[src/rtl/ocp_pkg.sv]
package ocp_pkg;
  typedef enum logic [1:0] {
    PH_SOFT   = 2'd0,
    PH_RUN    = 2'd1,
    PH_DRAIN  = 2'd2,
    PH_CHARGE = 2'd3
  } phase_e;

  typedef struct packed {
    logic fault;
    logic hs_en;
    logic ls_force;
    logic ss_dis;
    logic count_en;
  } drv_t;
endpackage

[src/rtl/ocp_tally.sv]
module ocp_tally #(
  parameter int CNT_W = 3
) (
  input  logic             clk,
  input  logic             rst,
  input  logic             clr,
  input  logic             inc,
  input  logic             dec,
  output logic             near_full,
  output logic             empty
);
  localparam logic [CNT_W-1:0] TOP = {CNT_W{1'b1}};
  localparam logic [CNT_W-1:0] ONE = {{(CNT_W-1){1'b0}}, 1'b1};

  logic [CNT_W-1:0] cnt_q;

  always_ff @(posedge clk) begin
    if (rst || clr) begin
      cnt_q <= '0;
    end else if (inc && !dec) begin
      if (cnt_q != TOP) cnt_q <= cnt_q + ONE;
    end else if (dec && !inc) begin
      if (cnt_q != '0) cnt_q <= cnt_q - ONE;
    end
  end

  assign near_full = (cnt_q == TOP - ONE);
  assign empty     = (cnt_q == '0);
endmodule

[src/rtl/ocp_seq.sv]
module ocp_seq
  import ocp_pkg::*;
(
  input  logic   clk,
  input  logic   rst,
  input  logic   shdn,
  input  logic   stb,
  input  logic   oc,
  input  logic   ss_empty,
  input  logic   ss_thr,
  input  logic   ss_ref,
  input  logic   near_full,
  input  logic   empty,
  output phase_e phase_n,
  output logic   inc,
  output logic   dec
);
  phase_e phase_q;

  always_comb begin
    phase_n = phase_q;
    inc     = 1'b0;
    dec     = 1'b0;
    if (shdn) begin
      phase_n = PH_SOFT;
    end else begin
      unique case (phase_q)
        PH_SOFT: begin
          if (ss_ref) phase_n = PH_RUN;
        end
        PH_RUN: begin
          if (stb) begin
            if (oc && near_full) begin
              // reaching full and the first discharge cancel out
              phase_n = PH_DRAIN;
            end else begin
              inc = oc;
              dec = !oc;
            end
          end
        end
        PH_DRAIN: begin
          if (ss_empty) phase_n = empty ? PH_SOFT : PH_CHARGE;
        end
        PH_CHARGE: begin
          if (ss_thr) begin
            dec     = 1'b1;
            phase_n = PH_DRAIN;
          end
        end
        default: phase_n = PH_SOFT;
      endcase
    end
  end

  always_ff @(posedge clk) begin
    if (rst) phase_q <= PH_SOFT;
    else     phase_q <= phase_n;
  end
endmodule

[src/rtl/ocp_hiccup.sv]
module ocp_hiccup
  import ocp_pkg::*;
#(
  parameter int CNT_W = 3
) (
  input  logic clk,
  input  logic rst,
  input  logic shdn_i,
  input  logic cyc_stb_i,
  input  logic oc_i,
  input  logic ss_empty_i,
  input  logic ss_thr_i,
  input  logic ss_ref_i,
  output logic fault_o,
  output logic hs_en_o,
  output logic ls_force_o,
  output logic ss_dis_o,
  output logic count_en_o
);
  phase_e phase_n;
  logic   inc, dec, near_full, empty;
  drv_t   drv_n, drv_q;

  ocp_tally #(.CNT_W(CNT_W)) u_tally (
    .clk(clk), .rst(rst), .clr(shdn_i), .inc(inc), .dec(dec),
    .near_full(near_full), .empty(empty)
  );

  ocp_seq u_seq (
    .clk(clk), .rst(rst), .shdn(shdn_i), .stb(cyc_stb_i), .oc(oc_i),
    .ss_empty(ss_empty_i), .ss_thr(ss_thr_i), .ss_ref(ss_ref_i),
    .near_full(near_full), .empty(empty),
    .phase_n(phase_n), .inc(inc), .dec(dec)
  );

  always_comb begin
    drv_n          = '0;
    drv_n.fault    = (phase_n == PH_DRAIN) || (phase_n == PH_CHARGE);
    drv_n.hs_en    = !shdn_i && !drv_n.fault;
    drv_n.ls_force = drv_n.fault;
    drv_n.ss_dis   = (phase_n == PH_DRAIN);
    drv_n.count_en = (phase_n == PH_RUN);
  end

  always_ff @(posedge clk) begin
    if (rst) drv_q <= '{fault: 1'b0, hs_en: 1'b1, ls_force: 1'b0, ss_dis: 1'b0, count_en: 1'b0};
    else     drv_q <= drv_n;
  end

  assign fault_o    = drv_q.fault;
  assign hs_en_o    = drv_q.hs_en;
  assign ls_force_o = drv_q.ls_force;
  assign ss_dis_o   = drv_q.ss_dis;
  assign count_en_o = drv_q.count_en;
endmodule

[config.mk]
export PLATFORM = sky130hd
export DESIGN_NAME = ocp_hiccup
export DESIGN_NICKNAME = d
export VERILOG_FILES = /design/src/rtl/ocp_pkg.sv /design/src/rtl/ocp_tally.sv /design/src/rtl/ocp_seq.sv /design/src/rtl/ocp_hiccup.sv
export SDC_FILE = /design/constraint.sdc
export NUM_CORES = 1
export LEC_CHECK = 0
export ABC_AREA = 1
export BUFFER_PORTS_ARGS = -buffer_cell sky130_fd_sc_hd__clkbuf_2
export CORE_AREA = 3 3 40 42
export DETAILED_ROUTE_END_ITERATION = 12
export DIE_AREA = 0 0 43 45
export PLACE_DENSITY_LB_ADDON = 0.2
export SYNTH_ARGS = -nofsm -noshare
export SYNTH_HDL_FRONTEND = slang
export SYNTH_SLANG_ARGS = --single-unit
[constraint.sdc]
create_clock -name clk -period 1.4 [get_ports clk]
set_input_delay 0.28 -clock clk [delete_from_list [all_inputs] [get_ports clk]]
set_output_delay 0.28 -clock clk [all_outputs]
set_load 0.05 [all_outputs]
==> impl_metrics.csv, run 1 <==
group,metric,value,unit
grt,grt_pass1_wl,1660,µm
pwr,powerDensity,751,nW/µm²
critical_path,cpMaxStageDelayCell,"fa_2",
place,place.gp.congestion,0.785,
synthesis,yosys_warnings,0,
place,dp_hpwl,832,µm
sta,finalSetupViolCount,1,
grt,antenna_found_initial,0,
critical_path,crit_fanout,2,
grt,grt_max_degree,6,
clock_tree,cts_tree,"built",
cells_and_area,synthToLayoutAreaGrowth,41.7,%
run_status,violations,"negative setup slack",
die,core_area,1280,µm²
die,ios,13,
clock_tree,clock_latency,0.26,ns
place,port_buffers,12,
die,start_util,38.8,%
clock_tree,cts_max_level,1,
die,die_height,45,µm
synthesis,synth_nets,76,
critical_path,slowest_delay,0.35,ns
cells_and_area,drive_gt1_share,47.9,%
clock_tree,root_buffer,"clkbuf_4",
synthesis,synth_area_per_cell,7.43,µm²
detailed_routing,via_count,493,
detailed_routing,dr.pass1.iters,3,
min_path,hold_start,"rst",
clock_tree,cts_buffers,3,
critical_path,crit_path_start_kind,"flip-flop",
clock_tree,worst_setup_hold_path_clk_slew,0.06,ns
critical_path,cp-end-kind,"flip-flop",
cells_and_area,nets,104,
clock_tree,cts_buffer_depth,2,
cells_and_area,antenna_cells,0,
synthesis,synthCells,67,
detailed_routing,drt-vias-per-instance,4.52,
clock_tree,hold_buffers,0,
grt,grt_pass1_vias,433,
synthesis,synth-xor-area-share,0,%
detailed_routing,wire_per_inst,9.61,µm
clock_tree,cts_sinks,9,
pwr,power_leakage,0.332,nW
detailed_routing,drc,0,
detailed_routing,first_iter_violations,3,
place,dp_cells,104,
cells_and_area,post-route-util,54.9,%
synthesis,synth_area,498,µm²
sta,worst_pin_slew,0.336,ns
grt,grt.overflow.total,0,
sta,timing.fmax,690,MHz
cells_and_area,seqCellArea,184,µm²
run,max_cap_violations,0,
detailed_routing,ant_nets,0,
cells_and_area,fill_cells,138,
sta,rsz0062_at_grt,"true",
die,die_w,43,µm
synthesis,synthMuxAreaShare,0,%
sta,worst_hold_slack,0.227,ns
synthesis,synthDistinctLibCells,20,
cells_and_area,finalNonFillerCells,109,
die,dieArea,1940,µm²
critical_path,cp-startpoint,"u_seq.phase_q[1]$_SDFF_PP0_",
critical_path,crit_type,"flip-flop to flip-flop",
pwr,ir_drop,0.638,mV
min_path,hp-class,"input pin to flip-flop",
sta,skew,0.00160,ns
grt,track_usage,11.9,%
synthesis,ys_ff_latch,9,
die,rows,13,
synthesis,yosys.area_share.simple,41.0,%
critical_path,worstReg2RegStart,"u_seq.phase_q[1]$_SDFF_PP0_",
sta,period_share,103,%
critical_path,arrival,1.61,ns
run_status,status,"complete, but fails checks",
sta,setup_slack,-0.0484,ns
sta,hold_viol,0,
pwr,power,530,µW
synthesis,synth-compound-area-share,9.80,%
detailed_routing,routed_wl,1050,µm
sta,slew_headroom,77.5,%
critical_path,required,1.56,ns
sta,min_period,1.45,ns
cells_and_area,multiInputGateArea,289,µm²
sta,maxSlewViolCount,0,
synthesis,synth_top_family_by_area,"simple AND/OR/NAND/NOR gates",
synthesis,ys_seq_area_share,36.2,%
synthesis,yosys.area_share.adder,4.02,%
critical_path,crit_chain,"inv_2 > nand3_4 > nor2_4 > nand3_2 > fa_2 > nand4_1 > nand2_2 > a21oi_2 > nor2_1",
## flip-flops by register name, indices dropped and copies added (netlist names)
| signal | count |
|---|---|
| u_tally.cnt_q | 3 |
| u_seq.phase_q | 2 |
| count_en_o | 1 |
| hs_en_o | 1 |
| ls_force_o | 1 |
| ss_dis_o | 1 |
## layout by cell type (no fill, tap or decap), types with 2 or more instances in the layout
cell	n
nand2_2	3
dfxtp_1	6
nand3_2	3
buf_4	12
a21oi_2	2
nand4_1	2
nor2_1	12
clkbuf_4	3
o21ai_0	3
clkbuf_2	12
inv_1	9
nand2_1	8
dfxtp_2	3
nand3_1	5
## logic make-up (layout without fill, tap and decap cells)
kind of cell,count (synthesis),after routing
compound gates,7,7
buf+inv,11,38
simple gates,39,39
flops,9,9
fa+ha+maj,1,1
## timing repair
| action | in CTS | in global routing |
|---|---|---|
| pin swaps | 0 | 2 |
| buffers inserted | 0 | 1 |
| gates resized for setup | 1 | 4 |
| endpoints found under the setup margin | 1 | 2 |
## power by group
group	switching [mW]	internal, mW
Clock	0.0897	0.110
Sequential	0.00311	0.261
Combinational	0.0378	0.0285
## per-layer routing
layer | global-route usage (%) | up-vias | wire length [µm]
met4 | 3.61 | 0 | 0
met1 | 12.4 | 216 | 443
met3 | 7.17 | 0 | 60
met2 | 20.1 | 10 | 543
met5 | 0 | - | 0
li1 | - | 267 | -
## synth_stat cells
| library cell | number | area, µm² |
|---|---|---|
| nand3_2 | 2 | 20.0 |
| o31ai_2 | 1 | 12.5 |
| o21ai_0 | 3 | 15.0 |
| nand3_1 | 6 | 30.0 |
| or2_2 | 1 | 6.26 |
| nand4_1 | 2 | 12.5 |
| nor2_4 | 1 | 11.3 |
| a21oi_2 | 1 | 8.76 |
| a21oi_1 | 1 | 5.00 |
| o21bai_1 | 1 | 7.51 |
| nor3_1 | 1 | 5.00 |
| dfxtp_1 | 9 | 180 |
| nand2_1 | 9 | 33.8 |
| nor2_1 | 13 | 48.8 |
| buf_4 | 1 | 7.51 |
| nand2_2 | 2 | 12.5 |
| or2_1 | 1 | 6.26 |
| inv_1 | 10 | 37.5 |
| nand3_4 | 1 | 17.5 |
| fa_1 | 1 | 20.0 |
## path summary, 6_finish.rpt
| check | to | slack (ns) | depth (start not counted) |
|---|---|---|---|
| max reg2reg | u_tally.cnt_q[2]$_SDFFE_PP0P_ | -0.05 | 9 |
| min | hs_en_o$_SDFF_PP1_ | 0.23 | 2 |
| max | u_tally.cnt_q[2]$_SDFFE_PP0P_ | -0.05 | 9 |
| min reg2reg | u_tally.cnt_q[2]$_SDFFE_PP0P_ | 0.56 | 2 |
## final cells by class
class                   count  area share [%]
clock buffers               4            3.72
inverters                  10            5.32
multi-input cells          47            41.0
flip-flops and latches      9            26.1
well taps                  15            2.66
repair buffers             24            21.3
## metrics by stage
step                setup TNS, ns  area (µm²)  setup WS [ns]
global route               -0.215         706         -0.153
finish                    -0.0484         706        -0.0484
detailed placement        -0.0885         657        -0.0807
floorplan                 -0.0283         503        -0.0283
global placement          -0.0496         657        -0.0496
CTS                       -0.0502         684        -0.0502
## critical path, delay by kind of cell, from the launching register on
kind,cells,cell delay (ns)
compound gates,1,0.11
fa+ha+maj,1,0.35
buf+inv,1,0.07
simple gates,6,0.50
flops,1,0.32
(Power assumes the default switching activity.)
==> run 2: changes to the inputs <==
Settings changed: CELL_PAD_IN_SITES_DETAIL_PLACEMENT set to 1, CELL_PAD_IN_SITES_GLOBAL_PLACEMENT set to 2, CORE_AREA 3 3 40 42 to not set, CORE_MARGIN set to 3, CORE_UTILIZATION set to 24, DIE_AREA 0 0 43 45 to not set.
==> run 2 against run 1 <==
Compared with the run above:
- the run still ends with negative setup slack left
- cell count rose by 10%
- sequential power about the same
- combinational power is 5.0% higher
- global-route usage fell by 1.2 points
- final area up 4.1%
- maximum frequency down 2.2%
- clock power decreased by 3%
- utilization decreased by 15 points
- non-clock buffer count rose by 1
- critical path depth is 2 higher
- largest cell class unchanged
==> impl_metrics.csv, run 2 (synthesized netlist as in run 1, its figures left out) <==
group,metric,value,unit
run_status,status,"complete, but fails checks",
run_status,violations,"negative setup slack",
sta,rsz0062_at_grt,"true",
critical_path,cpLargestDelayFamily,"simple AND/OR/NAND/NOR gates",
critical_path,slowest_delay,0.37,ns
die,die_w,51.6,µm
grt,grt.overflow.total,0,
die,rows,15,
clock_tree,cts_sinks,9,
pwr,powerDensity,721,nW/µm²
clock_tree,cts_buffers,3,
critical_path,crit_path_start_kind,"flip-flop",
place,place.gp.congestion,0.730,
cells_and_area,drive_gt1_share,48.4,%
cells_and_area,top_regs,"u_tally.cnt_q (3), u_seq.phase_q (2)",
clock_tree,root_buffer,"clkbuf_4",
clock_tree,clock_latency,0.26,ns
die,dieArea,2660,µm²
die,die_height,51.6,µm
detailed_routing,wire_per_inst,10.5,µm
critical_path,crit_type,"flip-flop to flip-flop",
place,dp_cells,113,
detailed_routing,first_iter_violations,12,
cells_and_area,top_register,"u_tally.cnt_q",
critical_path,required,1.55,ns
cells_and_area,largest_reg_flops,3,
cells_and_area,seqCellArea,184,µm²
die,ios,13,
detailed_routing,drt-vias-per-instance,4.33,
sta,slew_headroom,76.0,%
cells_and_area,nets,105,
pwr,power_leakage,0.337,nW
clock_tree,worst_setup_hold_path_clk_slew,0.06,ns
cells_and_area,synthToLayoutAreaGrowth,47.5,%
die,start_util,27.1,%
detailed_routing,routed_wl,1270,µm
grt,track_usage,10.7,%
sta,hold_viol,0,
critical_path,crit_chain,"inv_2 > nand3_4 > nor2_4 > nand3_2 > fa_2 > inv_1 > nand2_1 > nand2_2 > nand3_2 > nand2_1 > nor2_1",
sta,setup_slack,-0.0810,ns
critical_path,crit_fanout,2,
critical_path,worst-path-buf-inv,2,
clock_tree,hold_buffers,0,
die,core_area,1840,µm²
critical_path,cp-end-kind,"flip-flop",
detailed_routing,via_count,519,
pwr,power,529,µW
grt,antenna_found_initial,0,
min_path,hp-class,"input pin to flip-flop",
critical_path,arrival,1.63,ns
cells_and_area,antenna_cells,0,
pwr,ir_drop,0.576,mV
sta,worst_hold_slack,0.239,ns
cells_and_area,layout_common_cells,"buf_4 (13), nor2_1 (12), clkbuf_2 (12)",
cells_and_area,mostFrequentLayoutCell,"buf_4",
sta,maxSlewViolCount,0,
sta,period_share,106,%
place,dp_hpwl,999,µm
sta,timing.fmax,675,MHz
sta,skew,0.00542,ns
grt,grt_max_degree,6,
critical_path,cpMaxStageDelayCell,"fa_2",
cells_and_area,multiInputGateArea,298,µm²
detailed_routing,ant_nets,0,
cells_and_area,fill_cells,260,
clock_tree,cts_max_level,1,
clock_tree,cts_tree,"built",
sta,finalSetupViolCount,1,
detailed_routing,drc,0,
detailed_routing,dr.pass1.iters,4,
cells_and_area,finalNonFillerCells,120,
sta,min_period,1.48,ns
grt,grt_pass1_vias,532,
place,port_buffers,12,
run,max_cap_violations,0,
sta,worst_pin_slew,0.358,ns
grt,grt_pass1_wl,2110,µm
clock_tree,cts_buffer_depth,2,
## run 2: cell count changes in the layout (fill, tap and decap cells not counted), sizes merged
| cell | delta |
|---|---|
| buf | +1 |
## run 2: area by class of cell
cell class / instances / area share [%]
Timing Repair Buffer: 25 / 21.5
Multi-Input combinational cell: 47 / 40.5
Tap cell: 25 / 4.26
Inverter: 10 / 5.11
Clock buffer: 4 / 3.58
Sequential cell: 9 / 25.0
## run 2: power breakdown
group | total, mW | internal [mW] | switching, mW
logic | 0.0697 | 0.0287 | 0.0410
registers | 0.264 | 0.261 | 0.00296
clock network | 0.195 | 0.110 | 0.0859
total | 0.529 | 0.399 | 0.130
## run 2: timing repair
| item | in CTS | in global routing |
|---|---|---|
| pin swaps | 3 | 4 |
| setup endpoints to repair | 2 | 3 |
| setup buffers | 2 | 1 |
| resized for setup | 1 | 6 |
| endpoints found under the hold margin | 0 | 0 |
## run 2: worst paths after layout
check	startpoint	endpoint	slack, ns	cells after the start
min reg2reg	u_tally.cnt_q[0]$_SDFFE_PP0P_	u_tally.cnt_q[0]$_SDFFE_PP0P_	0.55	2
max reg2reg	u_seq.phase_q[1]$_SDFF_PP0_	u_tally.cnt_q[2]$_SDFFE_PP0P_	-0.08	11
min	rst	hs_en_o$_SDFF_PP1_	0.24	2
max	u_seq.phase_q[1]$_SDFF_PP0_	u_tally.cnt_q[2]$_SDFFE_PP0P_	-0.08	11
## run 2: worst reg2reg max path, cell delays in order (launching register included)
cell and delay (ns):
dfxtp_2 0.33, inv_2 0.08, nand3_4 0.08, nor2_4 0.09, nand3_2 0.09, fa_2 0.37, inv_1 0.06, nand2_1 0.06
nand2_2 0.08, nand3_2 0.06, nand2_1 0.06, nor2_1 0.04
## run 2: metal layers
layer / vias to the layer above / GRT usage (%) / wire length [µm]
met5: - / 0 / 0
met4: 0 / 6.55 / 34
met3: 5 / 2.01 / 40
met2: 12 / 15.0 / 549
met1: 231 / 14.8 / 640
li1: 271 / - / -
## run 2: through the flow
step	TNS [ns]	instance area [µm²]	utilization, %	worst slack [ns]
floorplan	-0.0283	503	-	-0.0283
global placement	-0.0952	662	36.0	-0.0816
detailed placement	-0.129	662	36.0	-0.103
CTS	-0.0896	704	38.3	-0.0896
global route	-0.337	734	39.9	-0.189
finish	-0.0810	734	39.9	-0.0810
==> run 3: changes to the inputs <==
Settings changed: PLACE_DENSITY set to 0.71, PLACE_DENSITY_LB_ADDON 0.2 to not set.
==> run 3 against run 2 <==
Compared with the run above:
- the run still ends with negative setup slack left
- register-to-register slack better by 0.03 ns
- combinational power rose by 1%
- final area is 0.17% lower
- sequential power about the same
- non-clock buffer count is 1 higher
- critical path type unchanged
- wire length fell by 6.2%
- total power rose by 0.73%
- clock power rose by 2%
- via count decreased by 0.39%
- cell count up 0.83%
- sequential share of layout area up 0.38 points
- count of clock-buffer cells in the layout stayed put
==> impl_metrics.csv, run 3 (synthesized netlist as in run 1, its figures left out) <==
group,metric,value,unit
run_status,status,"complete, but fails checks",
run_status,violations,"negative setup slack",
critical_path,required,1.56,ns
place,dp_slack,-0.108,ns
pwr,power_leakage,0.343,nW
min_path,holdPathEnd,"hs_en_o$_SDFF_PP1_",
sta,finalSetupViolCount,1,
sta,rsz0062_at_grt,"true",
run,max_cap_violations,0,
grt,antenna_found_initial,0,
critical_path,worstReg2RegStart,"u_seq.phase_q[1]$_SDFF_PP0_",
place,place.gp.congestion,0.801,
detailed_routing,via_count,517,
detailed_routing,first_iter_violations,5,
sta,worst_pin_slew,0.349,ns
pwr,seqPwrFrac,49.5,%
sta,skew,0.00405,ns
grt,track_usage,11.2,%
sta,min_period,1.45,ns
critical_path,r2r_slack,-0.05,ns
cells_and_area,top_regs,"u_tally.cnt_q (3), u_seq.phase_q (2)",
cells_and_area,synthToLayoutAreaGrowth,47.2,%
clock_tree,clock_latency,0.26,ns
pwr,clkPwrFrac,37.3,%
cells_and_area,mostFrequentLayoutCell,"buf_4",
detailed_routing,dr.pass1.iters,3,
die,dieArea,2660,µm²
cells_and_area,seqCellArea,186,µm²
min_path,whs_path_depth,2,
grt,grt_pass1_wl,2140,µm
die,die_w,51.6,µm
grt,grt.overflow.total,0,
sta,hold_viol,0,
pwr,power.internal,401,µW
detailed_routing,wire_per_inst,9.80,µm
pwr,combinationalPowerShare,13.2,%
pwr,p_sw_share,24.7,%
pwr,netSwitchingPower,132,µW
cells_and_area,top_register,"u_tally.cnt_q",
min_path,hold_start,"rst",
cells_and_area,fin_area,733,µm²
clock_tree,cts_max_level,1,
clock_tree,worst_setup_hold_path_clk_slew,0.06,ns
detailed_routing,drt-vias-per-instance,4.27,
place,dp_cells,115,
die,die_height,51.6,µm
critical_path,slowest_delay,0.35,ns
clock_tree,cts_buffers,3,
cells_and_area,drive_gt1_share,47.9,%
place,place_area,677,µm²
pwr,powerDensity,727,nW/µm²
place,port_buffers,12,
cells_and_area,antenna_cells,0,
clock_tree,root_buffer,"clkbuf_4",
clock_tree,cts_sinks,9,
sta,setup_slack,-0.0491,ns
detailed_routing,ant_nets,0,
clock_tree,cts_buffer_depth,2,
critical_path,crit_fanout,2,
clock_tree,cts_tree,"built",
critical_path,crit_chain,"inv_2 > nand3_4 > nor2_4 > nand3_2 > fa_2 > nand4_1 > nand2_1 > a21oi_1 > nor2_1",
cells_and_area,multiInputGateArea,287,µm²
cells_and_area,layout_common_cells,"buf_4 (14), nor2_1 (12), clkbuf_2 (12)",
cells_and_area,fill_cells,252,
critical_path,arrival,1.60,ns
critical_path,reg2reg_to,"u_tally.cnt_q[2]$_SDFFE_PP0P_",
die,start_util,27.1,%
detailed_routing,routed_wl,1190,µm
cells_and_area,finalNonFillerCells,121,
critical_path,cpMaxStageDelayCell,"fa_2",
pwr,ir_drop,0.527,mV
sta,slew_headroom,76.7,%
critical_path,rr_worst_depth,9,
place,dp_hpwl,1050,µm
grt,grt_pass1_vias,539,
critical_path,crit_type,"flip-flop to flip-flop",
die,ios,13,
detailed_routing,drc,0,
critical_path,crit_path_start_kind,"flip-flop",
die,rows,15,
grt,grt_max_degree,6,
sta,worst_hold_slack,0.224,ns
sta,period_share,104,%
die,core_area,1840,µm²
cells_and_area,nets,106,
clock_tree,hold_buffers,0,
cells_and_area,largest_reg_flops,3,
min_path,hp-class,"input pin to flip-flop",
critical_path,cp-end-kind,"flip-flop",
sta,maxSlewViolCount,0,
sta,timing.fmax,690,MHz
## run 3: timing repair
action / CTS / global route
pin swaps: 0 / 2
setup endpoints to repair: 1 / 6
resized for setup: 1 / 5
buffers inserted: 0 / 2
## run 3: area by class of cell
cell class | count | share of cell area, %
clock buffers | 4 | 3.58
well taps | 25 | 4.27
flip-flops and latches | 9 | 25.4
multi-input cells | 47 | 39.1
inverters | 10 | 5.12
repair buffers | 26 | 22.5
## run 3: worst max path at each step
stage / start / end / slack, ns / depth (start not counted)
2_1_floorplan: u_seq.phase_q[1]$_SDFF_PP0_ / u_tally.cnt_q[2]$_SDFFE_PP0P_ / -0.03 / 9
3_3_place_gp: cyc_stb_i / u_tally.cnt_q[2]$_SDFFE_PP0P_ / -0.06 / 9
3_5_place_dp: cyc_stb_i / u_tally.cnt_q[2]$_SDFFE_PP0P_ / -0.11 / 9
4_1_cts: u_seq.phase_q[1]$_SDFF_PP0_ / u_tally.cnt_q[2]$_SDFFE_PP0P_ / -0.08 / 9
5_1_grt: u_seq.phase_q[1]$_SDFF_PP0_ / u_tally.cnt_q[2]$_SDFFE_PP0P_ / -0.20 / 10
6_report: u_seq.phase_q[1]$_SDFF_PP0_ / u_tally.cnt_q[2]$_SDFFE_PP0P_ / -0.05 / 9
## run 3: power groups by stage
stage	logic, mW	clock network [mW]	registers [mW]
2_1_floorplan	0.0234	0	0.281
3_3_place_gp	0.0669	0	0.270
3_5_place_dp	0.0680	0	0.270
4_1_cts	0.0685	0.208	0.264
5_1_grt	0.0773	0.233	0.264
6_report	0.0706	0.199	0.264
## run 3: per-stage QoR
stage	utilization, %	power, mW	setup TNS (ns)
floorplan	-	0.304	-0.0283
global placement	36.8	0.337	-0.0601
detailed placement	36.8	0.338	-0.119
CTS	38.3	0.541	-0.0785
global route	39.9	0.575	-0.356
finish	39.9	0.533	-0.0491
## run 3: worst max-delay path, delay by kind of cell (launching register included)
family	cells	cell delay (ns)
compound gates	1	0.12
fa+ha+maj	1	0.35
buf+inv	1	0.07
flops	1	0.32
simple gates	6	0.47
## run 3: routing by layer
| layer | share of wire [%] | global-route usage, % |
|---|---|---|
| met1 | 42 | 11.5 |
| met2 | 53 | 20.3 |
| met3 | 5.1 | 5.16 |
| met5 | 0 | 0 |
| met4 | 0 | 2.62 |
